===== src/rtl/seq_pkg.sv =====
package seq_pkg;
  typedef struct packed {
    logic load;
    logic advExu;
    logic advFlow;
  } seqStrobe_t;
endpackage


===== src/rtl/seq_ctrl.sv =====
module seq_ctrl
  import seq_pkg::*;
#(
  parameter int SKIP_W = 3
) (
  input  logic              clk,
  input  logic              rstN,
  input  logic              stall,
  input  logic              branchValid,
  input  logic [SKIP_W-1:0] exuSkip,
  input  logic [SKIP_W-1:0] flowSkip,
  output seqStrobe_t        strobe,
  output logic              exuIssue,
  output logic              flowIssue
);
  // cycles each stream must still sit out
  logic [SKIP_W-1:0] exuIdle, flowIdle;
  logic [SKIP_W-1:0] exuIdleNext, flowIdleNext;

  assign exuIssue  = !stall && (exuIdle == '0);
  assign flowIssue = !stall && (flowIdle == '0);

  always_comb begin
    exuIdleNext  = exuIdle;
    flowIdleNext = flowIdle;
    if (!stall) begin
      if (branchValid) begin
        exuIdleNext  = '0;
        flowIdleNext = '0;
      end else begin
        // a pending window runs down; only an empty window accepts a new count
        if (flowIdle != '0)  flowIdleNext = flowIdle - 1'b1;
        else if (exuIssue)   flowIdleNext = exuSkip;
        if (exuIdle != '0)   exuIdleNext  = exuIdle - 1'b1;
        else if (flowIssue)  exuIdleNext  = flowSkip;
      end
    end
  end

  always_ff @(posedge clk) begin
    if (!rstN) begin
      exuIdle  <= '0;
      flowIdle <= '0;
    end else begin
      exuIdle  <= exuIdleNext;
      flowIdle <= flowIdleNext;
    end
  end

  always_comb begin
    strobe.load    = !stall && branchValid;
    strobe.advExu  = exuIssue && !branchValid;
    strobe.advFlow = flowIssue && !branchValid;
  end
endmodule


===== src/rtl/seq_path.sv =====
module seq_path
  import seq_pkg::*;
#(
  parameter int              ADDR_W     = 16,
  parameter int              LEN_W      = 6,
  parameter logic [ADDR_W-1:0] RESET_ADDR = '0
) (
  input  logic              clk,
  input  logic              rstN,
  input  seqStrobe_t        strobe,
  input  logic [ADDR_W-1:0] branchTarget,
  input  logic [LEN_W-1:0]  exuLen,
  input  logic [LEN_W-1:0]  flowLen,
  output logic [ADDR_W-1:0] exuAddr,
  output logic [ADDR_W-1:0] flowAddr
);
  localparam int PAD_W = ADDR_W - LEN_W;

  logic [ADDR_W-1:0] exuPc, flowPc;
  logic [ADDR_W-1:0] exuStep, flowStep;

  assign exuStep  = {{PAD_W{1'b0}}, exuLen};
  assign flowStep = {{PAD_W{1'b0}}, flowLen};

  always_ff @(posedge clk) begin
    if (!rstN) begin
      exuPc  <= RESET_ADDR;
      flowPc <= RESET_ADDR;
    end else if (strobe.load) begin
      exuPc  <= branchTarget;
      flowPc <= branchTarget;
    end else begin
      if (strobe.advExu)  exuPc  <= exuPc + exuStep;
      if (strobe.advFlow) flowPc <= flowPc - flowStep;
    end
  end

  assign exuAddr  = exuPc;
  assign flowAddr = flowPc - 1'b1;
endmodule


===== src/rtl/dual_stream_seq.sv =====
module dual_stream_seq
  import seq_pkg::*;
#(
  parameter int              ADDR_W     = 16,
  parameter int              LEN_W      = 6,
  parameter int              SKIP_W     = 3,
  parameter logic [ADDR_W-1:0] RESET_ADDR = 16'h1000
) (
  input  logic              clk,
  input  logic              rstN,
  input  logic              stall,
  input  logic              branchValid,
  input  logic [ADDR_W-1:0] branchTarget,
  input  logic [LEN_W-1:0]  exuLen,
  input  logic [LEN_W-1:0]  flowLen,
  input  logic [SKIP_W-1:0] exuSkip,
  input  logic [SKIP_W-1:0] flowSkip,
  output logic [ADDR_W-1:0] exuAddr,
  output logic [ADDR_W-1:0] flowAddr,
  output logic              exuIssue,
  output logic              flowIssue
);
  seqStrobe_t strobe;

  seq_ctrl #(.SKIP_W(SKIP_W)) u_ctrl (
    .clk(clk), .rstN(rstN), .stall(stall), .branchValid(branchValid),
    .exuSkip(exuSkip), .flowSkip(flowSkip), .strobe(strobe),
    .exuIssue(exuIssue), .flowIssue(flowIssue)
  );

  seq_path #(.ADDR_W(ADDR_W), .LEN_W(LEN_W), .RESET_ADDR(RESET_ADDR)) u_path (
    .clk(clk), .rstN(rstN), .strobe(strobe), .branchTarget(branchTarget),
    .exuLen(exuLen), .flowLen(flowLen), .exuAddr(exuAddr), .flowAddr(flowAddr)
  );
endmodule


===== config.mk =====
export PLATFORM = sky130hd
export DESIGN_NAME = dual_stream_seq
export DESIGN_NICKNAME = d
export VERILOG_FILES = /design/src/rtl/seq_pkg.sv /design/src/rtl/seq_ctrl.sv /design/src/rtl/seq_path.sv /design/src/rtl/dual_stream_seq.sv
export SDC_FILE = /design/constraint.sdc
export NUM_CORES = 1
export LEC_CHECK = 0
export BUFFER_PORTS_ARGS = -buffer_cell sky130_fd_sc_hd__buf_4
export CAP_MARGIN = 5
export CORE_UTILIZATION = 50
export CTS_BUF_LIST = sky130_fd_sc_hd__clkbuf_4
export CTS_CLUSTER_SIZE = 16
export DETAILED_ROUTE_END_ITERATION = 8
export PLACE_DENSITY = 0.76
export SYNTH_ARGS = -nofsm -noshare
export SYNTH_HDL_FRONTEND = slang
export SYNTH_SLANG_ARGS = --single-unit
export TNS_END_PERCENT = 10

===== constraint.sdc =====
create_clock -name clk -period 7.11 [get_ports clk]
set_input_delay 1.0665 -clock clk [delete_from_list [all_inputs] [get_ports clk]]
set_output_delay 1.0665 -clock clk [all_outputs]
set_load 0.01 [all_outputs]

=== After elaboration in Yosys (flattened, before gate mapping) ===
Index checks and enable logic that the tools add are counted.
Widths: inputs -> output; s select.

* Flip-flop bits (word level): 38
* Input bits: 38
* Output and inout bits: 34
* Logic and storage cells: 37

* $add $sub $neg: 5
* Multiplexer cells: 10
* Bitwise logic cells: 1
* Reductions and logical operators: 17

{| class="wikitable"
|+ Operator list
! operator !! number
|-
| $mux 16 || 4
|-
| $mux 3 || 6
|-
| $add 16x6->16 || 1
|-
| $sub 16x1->16 const B || 1
|-
| $sub 16x6->16 || 1
|-
| $reduce_bool 3->1 || 4
|-
| $logic_not 3->1 || 2
|-
| $sub 3x1->3 const B || 2
|-
| $logic_and 1x1->1 || 5
|-
| $reduce_and 2->1 || 2
|-
| $reduce_bool 2->1 || 2
|-
| $logic_not 1->1 || 2
|-
| $not 1->1 || 1
|}

=== Depth between registers and ports, before layout ===
Gate-level depths: netlist of the first run.

* Depth after elaboration: 5
* Depth in mapped cells: 10

=== Hierarchy ===
A second synthesis of the first run with hierarchy kept.

* Cell total of the unflattened synthesis: 339
* Area total of the unflattened synthesis: 2,762.6 µm²

{| class="wikitable"
|+ Modules (own cells, without submodules)
! module !! instances !! cells each !! area an instance (µm²) !! sequential area each (µm²)
|-
| seq_path || 1 || 280 || 2,287.2 || 640.6
|-
| seq_ctrl || 1 || 59 || 475.5 || 120.1
|}

=== Least setup slack after synthesis of the first run ===
OpenSTA, ideal clock, no wires.

* Path type: reg2out
* Start point: register u_path.flowPc[7]
* End point: output port flowAddr[15]
* Arrival: 1.821 ns
* Slack: 4.222 ns
* Stages on the path, launching flop included: 5
* Path through: dfxtp_1 > or4_4 > or4b_4 > nor3_1 > xor2_1

* Word-level cells in the longest chain between the ends: 1

{| class="wikitable"
|+ RTL lines
! element !! RTL line !! source
|-
| from (decl) || seq_path.sv:19 || <nowiki>logic [ADDR_W-1:0] exuPc, flowPc;</nowiki>
|-
| from (signal assigned) || seq_path.sv:31 || <nowiki>flowPc <= branchTarget;</nowiki>
|-
| from (signal assigned) || seq_path.sv:34 || <nowiki>if (strobe.advFlow) flowPc <= flowPc - flowStep;</nowiki>
|-
| $sub 16x1->16 || seq_path.sv:39 || <nowiki>assign flowAddr = flowPc - 1'b1;</nowiki>
|-
| to (decl) || dual_stream_seq.sv:19 || <nowiki>output logic [ADDR_W-1:0] flowAddr,</nowiki>
|}

No other way between the ends.

=== Final worst setup path of the first run ===
* Start point: register u_path.flowPc[2]
* End point: output port flowAddr[13]

Same word-level chain as after synthesis.

==> flow_summary_export.csv, run 1 <==
group,metric,value,unit
timing,hold_viol_final,0,
power,power.total,0.6823,mW
worst_setup_path,slowest_stage,"sky130_fd_sc_hd__nor4_1",
worst_setup_path,cp.arrival,2.35,ns
worst_setup_path,critPathRequiredTime,6.04,ns
yosys,yosys_warnings,0,
timing,rsz_0062_raised_after_global_routing,"no",
timing,skew,0.01056,ns
die,core_area,0.005205,mm2
worst_setup_path,worst_path_most_repeated_cell,"sky130_fd_sc_hd__nand2_1",
power,vdd_drop_max,112.1,uV
global_route,pin_count_of_the_biggest_net_entering_global_routing,44,
global_route,number_of_antenna_violations_at_the_first_check_in_global_routing,0,
power,power_frac_comb,0.443,
routing,route.detailed.wl_per_inst,14.25,um
clock_tree,cts_repair_resize_count,0,
clock_tree,htreeDepth,2,
routing,vias,2810,
routing,antenna_violating_nets_post_route,0,
die,placementRows,26,
finish,antenna_cells_inserted,0,
timing,layout_min_cycle_time,3.413,ns
worst_setup_path,critical_path.max_stage_delay,0.60,ns
clock_tree,hold_buffers,0,
worst_setup_path,crit_type,"register to output pin",
worst_setup_path,crit_fanout,6,
power,share_seq_of_total_power,0.393,
yosys,synth_cells,354,
yosys,dominantRegCellSynth,"sky130_fd_sc_hd__dfxtp_1",
routing,drtPass1Iterations,4,
yosys,yosysSeqAreaShare,0.2770,
yosys,postSynth.asyncResetShare,0,
finish,num-nets-final,475,
placed_design,hpwl,5.363,mm
clock_tree,post_cts_buffers,0,
clock_tree,cts_tree,"built",
placed_design,numPortBuffers,71,
timing,layout_worst_path_cycle_share,0.4800,
global_route,grt_overflow,0,
power,powerDensity,204.1,mW/mm2
power,cellInternalPower,0.4182,mW
power,swShare,0.3871,
clock_tree,cts_num_sinks,38,
clock_tree,cts.root.buffer_cell,"sky130_fd_sc_hd__clkbuf_4",
power,power_switching,0.2641,mW
clock_tree,clk_path_buf_depth,2,
yosys,postSynthAreaPerCell,7.758,um2
yosys,netlist_area,0.002746,mm2
placed_design,place.gp.congestion,0.8504,
clock_tree,clkTransAtPathRegs,0.11,ns
routing,detailedRoute.firstIterationViolations,182,
worst_setup_path,cp_num_buf_inv,1,
yosys,post_synthesis_sequential_element_count,38,
run,max_cap_check_violation_count,0,
worst_setup_path,crit_path_start_kind,"register",
die,ports_placed_on_the_boundary,72,
finish,signed_area_change_from_the_synthesized_netlist_to_the_final_layout,21.73,%
global_route,grt_first_pass_wirelength,11.48,mm
die,die_height,76.12,um
worst_setup_path,timing.critical_path.cells,"nor4_1 -> nand2_1 -> nor3_1 -> nand2_1 -> xnor2_1 -> buf_4",
clock_tree,clk-insertion-delay-late,0.35,ns
power,p_leak,1.468,nW
placed_design,pre_cts_ws,3.969,ns
die,dieArea,0.005793,mm2
timing,hold_slack,0.5333,ns
die,die_width,76.12,um
die,floorplan.initialDensity,0.5276,
worst_setup_path,end_kind,"output pin",
timing,finalMaxSlewViolations,0,
finish,core_utilization_of_the_finished_layout,0.6423,
routing,postRouteWirelength,6.969,mm
status,outcome,"finished, final reports clean",
timing,fmax,293.0,MHz
yosys,synth_edf_count,0,
power,clk_pwr_share,0.165,
timing,setup_slack,3.697,ns
yosys,synth.lib_cells_used.distinct,52,
routing,routed_via_density,5.746,
timing,tightest_slew,0.9995,ns
worst_setup_path,path_delay_family,"simple AND/OR/NAND/NOR gates",
timing,finalSetupTns,0,ns
global_route,track_usage,0.2420,
finish,drive_gt1_frac,0.2053,
global_route,vias_in_the_first_global_route,2609,
yosys,synth.net_count,411,
hold_path,timing.hold.worst.class,"register to register",
routing,detail_route.drc_violations,0,
timing,relSlewSlack,0.3323,
finish,nFillCells,507,
timing,timing.final.setup_violations,0,
clock_tree,cts_inserted_buffers,5,
[cell families after synthesis]
kind of cell	Yosys count	synth area share
DFF	38	0.2770
AOI/OAI and AO/OA	98	0.2141
and+or+nand+nor	129	0.2510
buffers and inverters	39	0.06378
muxes	7	0.02551
xor gates and xnor gates	24	0.07654
adders and majority gates	19	0.09203
[placed cells by master (no fill, tap or decap), types with 5 or more instances in the layout]
cell type	synthesis	routed
sky130_fd_sc_hd__mux2i_1	7	7
sky130_fd_sc_hd__xnor2_1	13	13
sky130_fd_sc_hd__nor2b_1	9	9
sky130_fd_sc_hd__or4_1	5	5
sky130_fd_sc_hd__nand3_1	12	12
sky130_fd_sc_hd__xor2_1	11	11
sky130_fd_sc_hd__a21oi_1	28	28
sky130_fd_sc_hd__a31oi_1	12	12
sky130_fd_sc_hd__inv_1	22	22
sky130_fd_sc_hd__o21ai_0	30	30
sky130_fd_sc_hd__or3_1	9	9
sky130_fd_sc_hd__ha_1	17	17
sky130_fd_sc_hd__nor2_1	30	30
sky130_fd_sc_hd__nor3_1	9	9
sky130_fd_sc_hd__buf_4	0	72
sky130_fd_sc_hd__dfxtp_1	38	38
sky130_fd_sc_hd__nand2_1	23	23
sky130_fd_sc_hd__clkbuf_4	1	5
[cells in the mapped netlist, types with 3 or more instances]
master                     instances  area, um2
sky130_fd_sc_hd__xnor2_1          13      113.9
sky130_fd_sc_hd__nand2_1          23      86.33
sky130_fd_sc_hd__xor2_1           11      96.34
sky130_fd_sc_hd__or4_1             5      37.54
sky130_fd_sc_hd__nor3_1            9      45.04
sky130_fd_sc_hd__nand2b_1          4      25.02
sky130_fd_sc_hd__o21ai_0          30      150.1
sky130_fd_sc_hd__a211oi_1          4      30.03
sky130_fd_sc_hd__mux2i_1           7      70.07
sky130_fd_sc_hd__o31ai_1           4      30.03
sky130_fd_sc_hd__nor4b_1           3      26.28
sky130_fd_sc_hd__nand3b_1          3      22.52
sky130_fd_sc_hd__nor2_1           30      112.6
sky130_fd_sc_hd__or3_1             9      56.30
sky130_fd_sc_hd__nand4_1           4      25.02
sky130_fd_sc_hd__or2_2             3      18.77
sky130_fd_sc_hd__inv_1            22      82.58
sky130_fd_sc_hd__clkbuf_1         10      37.54
sky130_fd_sc_hd__a31oi_1          12      75.07
sky130_fd_sc_hd__a21boi_0          3      22.52
sky130_fd_sc_hd__ha_1             17      212.7
sky130_fd_sc_hd__nor4_1            4      25.02
sky130_fd_sc_hd__nor2b_1           9      56.30
sky130_fd_sc_hd__nand3_1          12      60.06
sky130_fd_sc_hd__o21bai_1          4      30.03
sky130_fd_sc_hd__a21oi_1          28      140.1
sky130_fd_sc_hd__dfxtp_1          38      760.7
[per-layer routing]
metal	track usage	routed length (um)
met5	0	0
met1	0.3121	3144
met4	0.06731	114
met3	0.05509	456
met2	0.4045	3254
[layout make-up]
type	instances	area (um2)	area share
inverter	24	90.09	0.02695
multi-input combinational	277	1810	0.5415
tap	70	87.58	0.02620
timing repair buffer	72	540.5	0.1617
sequential	38	760.7	0.2275
clock inverter	3	16.27	0.004865
clock buffer	5	37.54	0.01123
[tightest hold or removal path: stages, from the launching register on]
cell	delay, ns
sky130_fd_sc_hd__dfxtp_1	0.33
sky130_fd_sc_hd__mux2i_1	0.12
sky130_fd_sc_hd__nor2b_1	0.06
[through the flow]
stage | cell area, um2 | std cells
floorplan | 2746 | 354
global placement | 3289 | 481
detailed placement | 3289 | 481
CTS | 3343 | 489
global route | 3343 | 489
finish | 3343 | 489
[path summary, 6_finish.rpt]
path | to | cells past startpoint | slack (ns) | start
setup / recovery | flowAddr[13] | 6 | 3.70 | u_path.flowPc[2]
hold reg to reg | u_ctrl.exuIdle[1] | 2 | 0.53 | u_ctrl.exuIdle[1]
setup reg to reg | u_path.flowPc[7] | 8 | 4.57 | u_ctrl.flowIdle[0]
hold / removal | u_ctrl.exuIdle[1] | 2 | 0.53 | u_ctrl.exuIdle[1]
[sequential cells by signal (all words and copies together) (netlist names)]
register and flops:
u_path.exuAddr 16, u_path.flowPc 16, u_ctrl.exuIdle 3, u_ctrl.flowIdle 3
[power groups by stage]
stage          combinational [mW]  clock [mW]  sequential (mW)
6_report                    0.302       0.112            0.268
5_1_grt                     0.334       0.124            0.272
4_1_cts                     0.302       0.114            0.267
3_5_place_dp                0.301           0            0.272
3_3_place_gp                0.292           0            0.272
2_1_floorplan               0.197           0            0.266
Note: power is estimated with default switching activity, not from simulation.
==> inputs of run 2 (changes only) <==
clock period = 3.2 ns   (was 7.11 ns; I/O delays follow)
==> run 2 against run 1 <==
- combinational power rose by 120%
- sequential power grew 120%
- global-route usage rose by 0.72 points
- non-clock buffer count up 1
- register-to-register slack worse by 3.9 ns
- final cell count up 0.20%
- final area is 0.22% higher
- utilization is 0.14 points higher
- first-iteration DRC count shrank 15%
- largest cell class unchanged
- largest power group unchanged
==> flow_summary_export.csv, run 2 (synthesis gave the netlist of run 1 again) <==
group,metric,value,unit
die,placementRows,26,
clock_tree,post_cts_buffers,0,
worst_setup_path,critPathCapture,"flowAddr[15]",
worst_setup_path,slowest_stage,"sky130_fd_sc_hd__or4_4",
timing,layout_min_cycle_time,2.824,ns
die,ports_placed_on_the_boundary,72,
worst_setup_path,ff2ff_setup_slack,0.68,ns
global_route,track_usage,0.2491,
finish,layout.cells.most_common,"sky130_fd_sc_hd__buf_4",
routing,postRouteWirelength,6.904,mm
clock_tree,cts_num_sinks,38,
routing,antenna_violating_nets_post_route,0,
clock_tree,htreeDepth,2,
status,outcome,"finished, final reports clean",
routing,met3WireLength,361,um
global_route,number_of_antenna_violations_at_the_first_check_in_global_routing,0,
timing,tightest_slew,0.7035,ns
hold_path,min_path_cells,3,
worst_setup_path,reg2reg_to,"u_path.flowPc[11]",
timing,skew,0.008208,ns
global_route,vias_in_the_first_global_route,2623,
global_route,grt_overflow,0,
power,powerDensity,451.2,mW/mm2
finish,core_utilization_of_the_finished_layout,0.6438,
timing,hold_slack,0.3811,ns
routing,detail_route.drc_violations,0,
placed_design,placed_cells_incl_taps,482,
worst_setup_path,crit_fanout,6,
worst_setup_path,critical_path.max_stage_delay,0.56,ns
die,floorplan.initialDensity,0.5276,
worst_setup_path,crit_path_start_kind,"register",
clock_tree,clk-insertion-delay-late,0.35,ns
finish,final_design_area_no_fill,0.003351,mm2
worst_setup_path,startpoint_of_the_lowest_slack_register_to_register_path,"u_ctrl.flowIdle[0]",
routing,routedLengthMet1,3.307,mm
power,p_leak,1.473,nW
placed_design,post_dp_cell_area,0.003297,mm2
routing,drtPass1Iterations,4,
finish,antenna_cells_inserted,0,
timing,setup_slack,0.3764,ns
worst_setup_path,cp_num_buf_inv,1,
power,vdd_drop_max,319.2,uV
timing,finalSetupTns,0,ns
routing,routed_via_density,5.567,
worst_setup_path,critPathRequiredTime,2.72,ns
worst_setup_path,cp.arrival,2.34,ns
power,power.total,1.512,mW
finish,signed_area_change_from_the_synthesized_netlist_to_the_final_layout,22.00,%
placed_design,hpwl,5.294,mm
global_route,pin_count_of_the_biggest_net_entering_global_routing,30,
worst_setup_path,worstRegToRegCells,8,
timing,layout_worst_path_cycle_share,0.8824,
global_route,grt_first_pass_wirelength,11.86,mm
run,max_cap_check_violation_count,0,
die,die_height,76.12,um
routing,detailedRoute.firstIterationViolations,155,
placed_design,numPortBuffers,71,
timing,rsz_0062_raised_after_global_routing,"no",
finish,post_layout_nonfiller_instances,490,
hold_path,timing.hold.worst.class,"input port to register",
die,die_width,76.12,um
finish,drive_gt1_frac,0.2071,
clock_tree,hold_buffers,0,
worst_setup_path,cp_num_cells,5,
finish,num-nets-final,476,
die,dieArea,0.005793,mm2
timing,relSlewSlack,0.5310,
timing,timing.final.setup_violations,0,
timing,hold_viol_final,0,
worst_setup_path,timing.critical_path.cells,"or4_4 -> or4b_4 -> nor3_1 -> xor2_1 -> buf_4",
clock_tree,cts.root.buffer_cell,"sky130_fd_sc_hd__clkbuf_4",
clock_tree,cts_inserted_buffers,5,
timing,fmax,354.2,MHz
placed_design,pre_cts_ws,0.6982,ns
clock_tree,clk_path_buf_depth,2,
finish,final_cell_mix,"sky130_fd_sc_hd__buf_4 (73), sky130_fd_sc_hd__dfxtp_1 (38), sky130_fd_sc_hd__nor2_1 (30), sky130_fd_sc_hd__o21ai_0 (30), sky130_fd_sc_hd__a21oi_1 (28)",
worst_setup_path,end_kind,"output pin",
placed_design,place.gp.congestion,0.8382,
routing,wl_met2,3.095,mm
routing,vias,2728,
clock_tree,cts_repair_resize_count,0,
routing,highest_layer,"met4",
clock_tree,cts_tree,"built",
worst_setup_path,critPathLaunch,"u_path.flowPc[7]",
worst_setup_path,path_delay_family,"simple AND/OR/NAND/NOR gates",
timing,finalMaxSlewViolations,0,
die,core_area,0.005205,mm2
routing,route.detailed.wl_per_inst,14.09,um
worst_setup_path,crit_type,"register to output pin",
clock_tree,clkTransAtPathRegs,0.12,ns
-- run 2: cell types whose count changed in the layout (fill, tap and decap cells not counted) --
cell                    delta
sky130_fd_sc_hd__buf_4     +1
-- run 2: final cells by class --
| type | count | area (um2) |
|---|---|---|
| Fill cell | 482 | 1854 |
| Multi-Input combinational cell | 277 | 1810 |
| Sequential cell | 38 | 760.7 |
| Timing Repair Buffer | 73 | 548.0 |
| Inverter | 24 | 90.09 |
| Tap cell | 70 | 87.58 |
| Clock buffer | 5 | 37.54 |
| Clock inverter | 3 | 16.27 |
-- run 2: worst min path at each step --
stage                        from            endpoint  slack (ns)
3_3_place_gp   u_ctrl.flowIdle[1]  u_ctrl.flowIdle[1]        0.50
4_1_cts          branchTarget[12]  u_path.exuAddr[12]        0.38
6_report         branchTarget[12]  u_path.exuAddr[12]        0.38
2_1_floorplan   u_ctrl.exuIdle[1]   u_ctrl.exuIdle[1]        0.48
5_1_grt          branchTarget[12]  u_path.exuAddr[12]        0.38
3_5_place_dp    u_path.flowPc[15]   u_path.flowPc[15]        0.51
-- run 2: report_power, final --
group	leakage [nW]	internal [mW]	switching, mW
Sequential	0.314	0.526	0.0688
Combinational	1.13	0.322	0.347
Clock	0.0286	0.0818	0.167
-- run 2: metal layers --
layer / GRT usage / vias up
met1: 0.3228 / 1220
met2: 0.4100 / 84
li1: - / 1409
met4: 0.07692 / 0
met3: 0.05749 / 15
met5: 0 / -
-- run 2: tightest hold or removal path, delay by kind of cell --
family          cells  cell delay, ns
simple gates        1            0.06
buf+inv             1            0.09
compound gates      1            0.07
==> inputs of run 3 (changes only) <==
CTS_BUF_LIST = sky130_fd_sc_hd__clkbuf_16   (was sky130_fd_sc_hd__clkbuf_4)
==> run 3 against run 2 <==
- sequential cell count unchanged
- worst setup slack improved by 0.086 ns
- combinational power about the same
- largest cell class unchanged
- final area increased by 2.6%
- clock-buffer cell count unchanged
- sequential share of layout area decreased by 0.58 points
- highest routed layer unchanged
- clock power increased by 96%
- utilization increased by 1.7 points
- maximum frequency increased by 3.1%
- wire length increased by 2.2%
- non-clock buffer count unchanged
==> flow_summary_export.csv, run 3 (synthesis gave the netlist of run 1 again) <==
group,metric,value,unit
status,outcome,"finished, final reports clean",
timing,timing.final.setup_violations,0,
finish,num-nets-final,476,
die,dieArea,0.005793,mm2
placed_design,numPortBuffers,71,
global_route,grt_overflow,0,
hold_path,timing.hold.worst.class,"input port to register",
global_route,vias_in_the_first_global_route,2658,
hold_path,timing.hold.worst.start,"branchTarget[12]",
routing,route.detailed.wl_per_inst,14.40,um
finish,signed_area_change_from_the_synthesized_netlist_to_the_final_layout,25.19,%
finish,antenna_cells_inserted,0,
die,ports_placed_on_the_boundary,72,
worst_setup_path,crit_path_start_kind,"register",
die,die_height,76.12,um
routing,detail_route.drc_violations,0,
placed_design,post_dp_cell_area,0.003297,mm2
clock_tree,cts_tree,"built",
finish,layout.cells.most_common,"sky130_fd_sc_hd__buf_4",
worst_setup_path,critPathLaunch,"u_path.flowPc[7]",
global_route,track_usage,0.2584,
die,placementRows,26,
clock_tree,hold_buffers,0,
finish,drive_gt1_frac,0.2071,
timing,fmax,365.2,MHz
clock_tree,post_cts_buffers,0,
clock_tree,cts.root.buffer_cell,"sky130_fd_sc_hd__clkbuf_16",
routing,routed_via_density,5.598,
clock_tree,clkTransAtPathRegs,0.06,ns
finish,core_utilization_of_the_finished_layout,0.6606,
die,core_area,0.005205,mm2
worst_setup_path,crit_type,"register to output pin",
timing,layout_worst_path_cycle_share,0.8556,
clock_tree,cts_repair_resize_count,0,
global_route,pin_count_of_the_biggest_net_entering_global_routing,30,
clock_tree,clk_path_buf_depth,2,
power,p_leak,1.512,nW
finish,nFillCells,469,
routing,detailedRoute.firstIterationViolations,158,
clock_tree,cts_inserted_buffers,5,
die,die_width,76.12,um
timing,finalSetupTns,0,ns
power,powerDensity,510.5,mW/mm2
power,vdd_drop_max,331.4,uV
run,max_cap_check_violation_count,0,
hold_path,min_path_cells,3,
finish,final_cell_mix,"sky130_fd_sc_hd__buf_4 (73), sky130_fd_sc_hd__dfxtp_1 (38), sky130_fd_sc_hd__nor2_1 (30), sky130_fd_sc_hd__o21ai_0 (30), sky130_fd_sc_hd__a21oi_1 (28)",
routing,postRouteWirelength,7.057,mm
timing,hold_viol_final,0,
worst_setup_path,startpoint_of_the_lowest_slack_register_to_register_path,"u_ctrl.flowIdle[0]",
timing,tightest_slew,0.6999,ns
timing,relSlewSlack,0.5334,
clock_tree,htreeDepth,2,
placed_design,place.gp.congestion,0.8382,
worst_setup_path,cp.arrival,2.26,ns
placed_design,hpwl,5.294,mm
timing,rsz_0062_raised_after_global_routing,"no",
routing,vias,2743,
clock_tree,clk-insertion-delay-late,0.29,ns
timing,finalMaxSlewViolations,0,
timing,layout_min_cycle_time,2.738,ns
worst_setup_path,critPathRequiredTime,2.72,ns
die,floorplan.initialDensity,0.5276,
finish,final_design_area_no_fill,0.003438,mm2
timing,skew,0.004624,ns
global_route,grt_first_pass_wirelength,12.11,mm
clock_tree,cts_num_sinks,38,
global_route,number_of_antenna_violations_at_the_first_check_in_global_routing,0,
routing,antenna_violating_nets_post_route,0,
worst_setup_path,crit_fanout,6,
worst_setup_path,worstRegToRegCells,8,
routing,drtPass1Iterations,4,
worst_setup_path,end_kind,"output pin",
run 3: cell counts in the layout (fill, tap and decap cells not counted):
Identical to the previous run, type by type.
run 3: per-layer routing:
| layer | GRT usage | vias up | routed length, um |
|---|---|---|---|
| met5 | 0 | - | 0 |
| met2 | 0.4191 | 84 | 3191 |
| met4 | 0.09038 | 0 | 123 |
| li1 | - | 1408 | - |
| met1 | 0.3245 | 1239 | 3325 |
| met3 | 0.07784 | 12 | 416 |
run 3: path summary, 6_finish.rpt:
check	to	slack [ns]
hold reg to reg	u_ctrl.flowIdle[2]	0.52
setup reg to reg	u_path.flowPc[11]	0.69
hold / removal	u_path.exuAddr[12]	0.45
setup / recovery	flowAddr[15]	0.46
run 3: critical path, stage by stage, from the launching register on:
cell,delay (ns)
sky130_fd_sc_hd__dfxtp_1,0.36
sky130_fd_sc_hd__or4_4,0.56
sky130_fd_sc_hd__or4b_4,0.50
sky130_fd_sc_hd__nor3_1,0.25
sky130_fd_sc_hd__xor2_1,0.16
sky130_fd_sc_hd__buf_4,0.13
run 3: metrics by stage:
step,std cells,setup WS (ns),hold WS (ns),power [mW]
after floorplan,354,0.8939,0.4826,1.030
after global placement,482,0.7806,0.4991,1.255
after CTS,490,0.4668,0.4481,1.755
after global routing,490,0.1711,0.4620,1.868
after detailed placement,482,0.6982,0.5118,1.270
final,490,0.4620,0.4458,1.755
run 3: final cells by class:
cell class                      instances  area [um2]  area share
Sequential cell                        38       760.7      0.2213
Tap cell                               70       87.58     0.02547
Timing Repair Buffer                   73       548.0      0.1594
Inverter                               24       90.09     0.02620
Multi-Input combinational cell        277        1810      0.5266
Clock inverter                          3       16.27    0.004731
Clock buffer                            5       125.1     0.03639
run 3: power by group:
group          internal, mW  leakage (nW)  switching [mW]
registers             0.527         0.314          0.0692
logic                 0.322          1.13           0.349
clock network         0.285        0.0672           0.204
total                  1.13          1.51           0.622
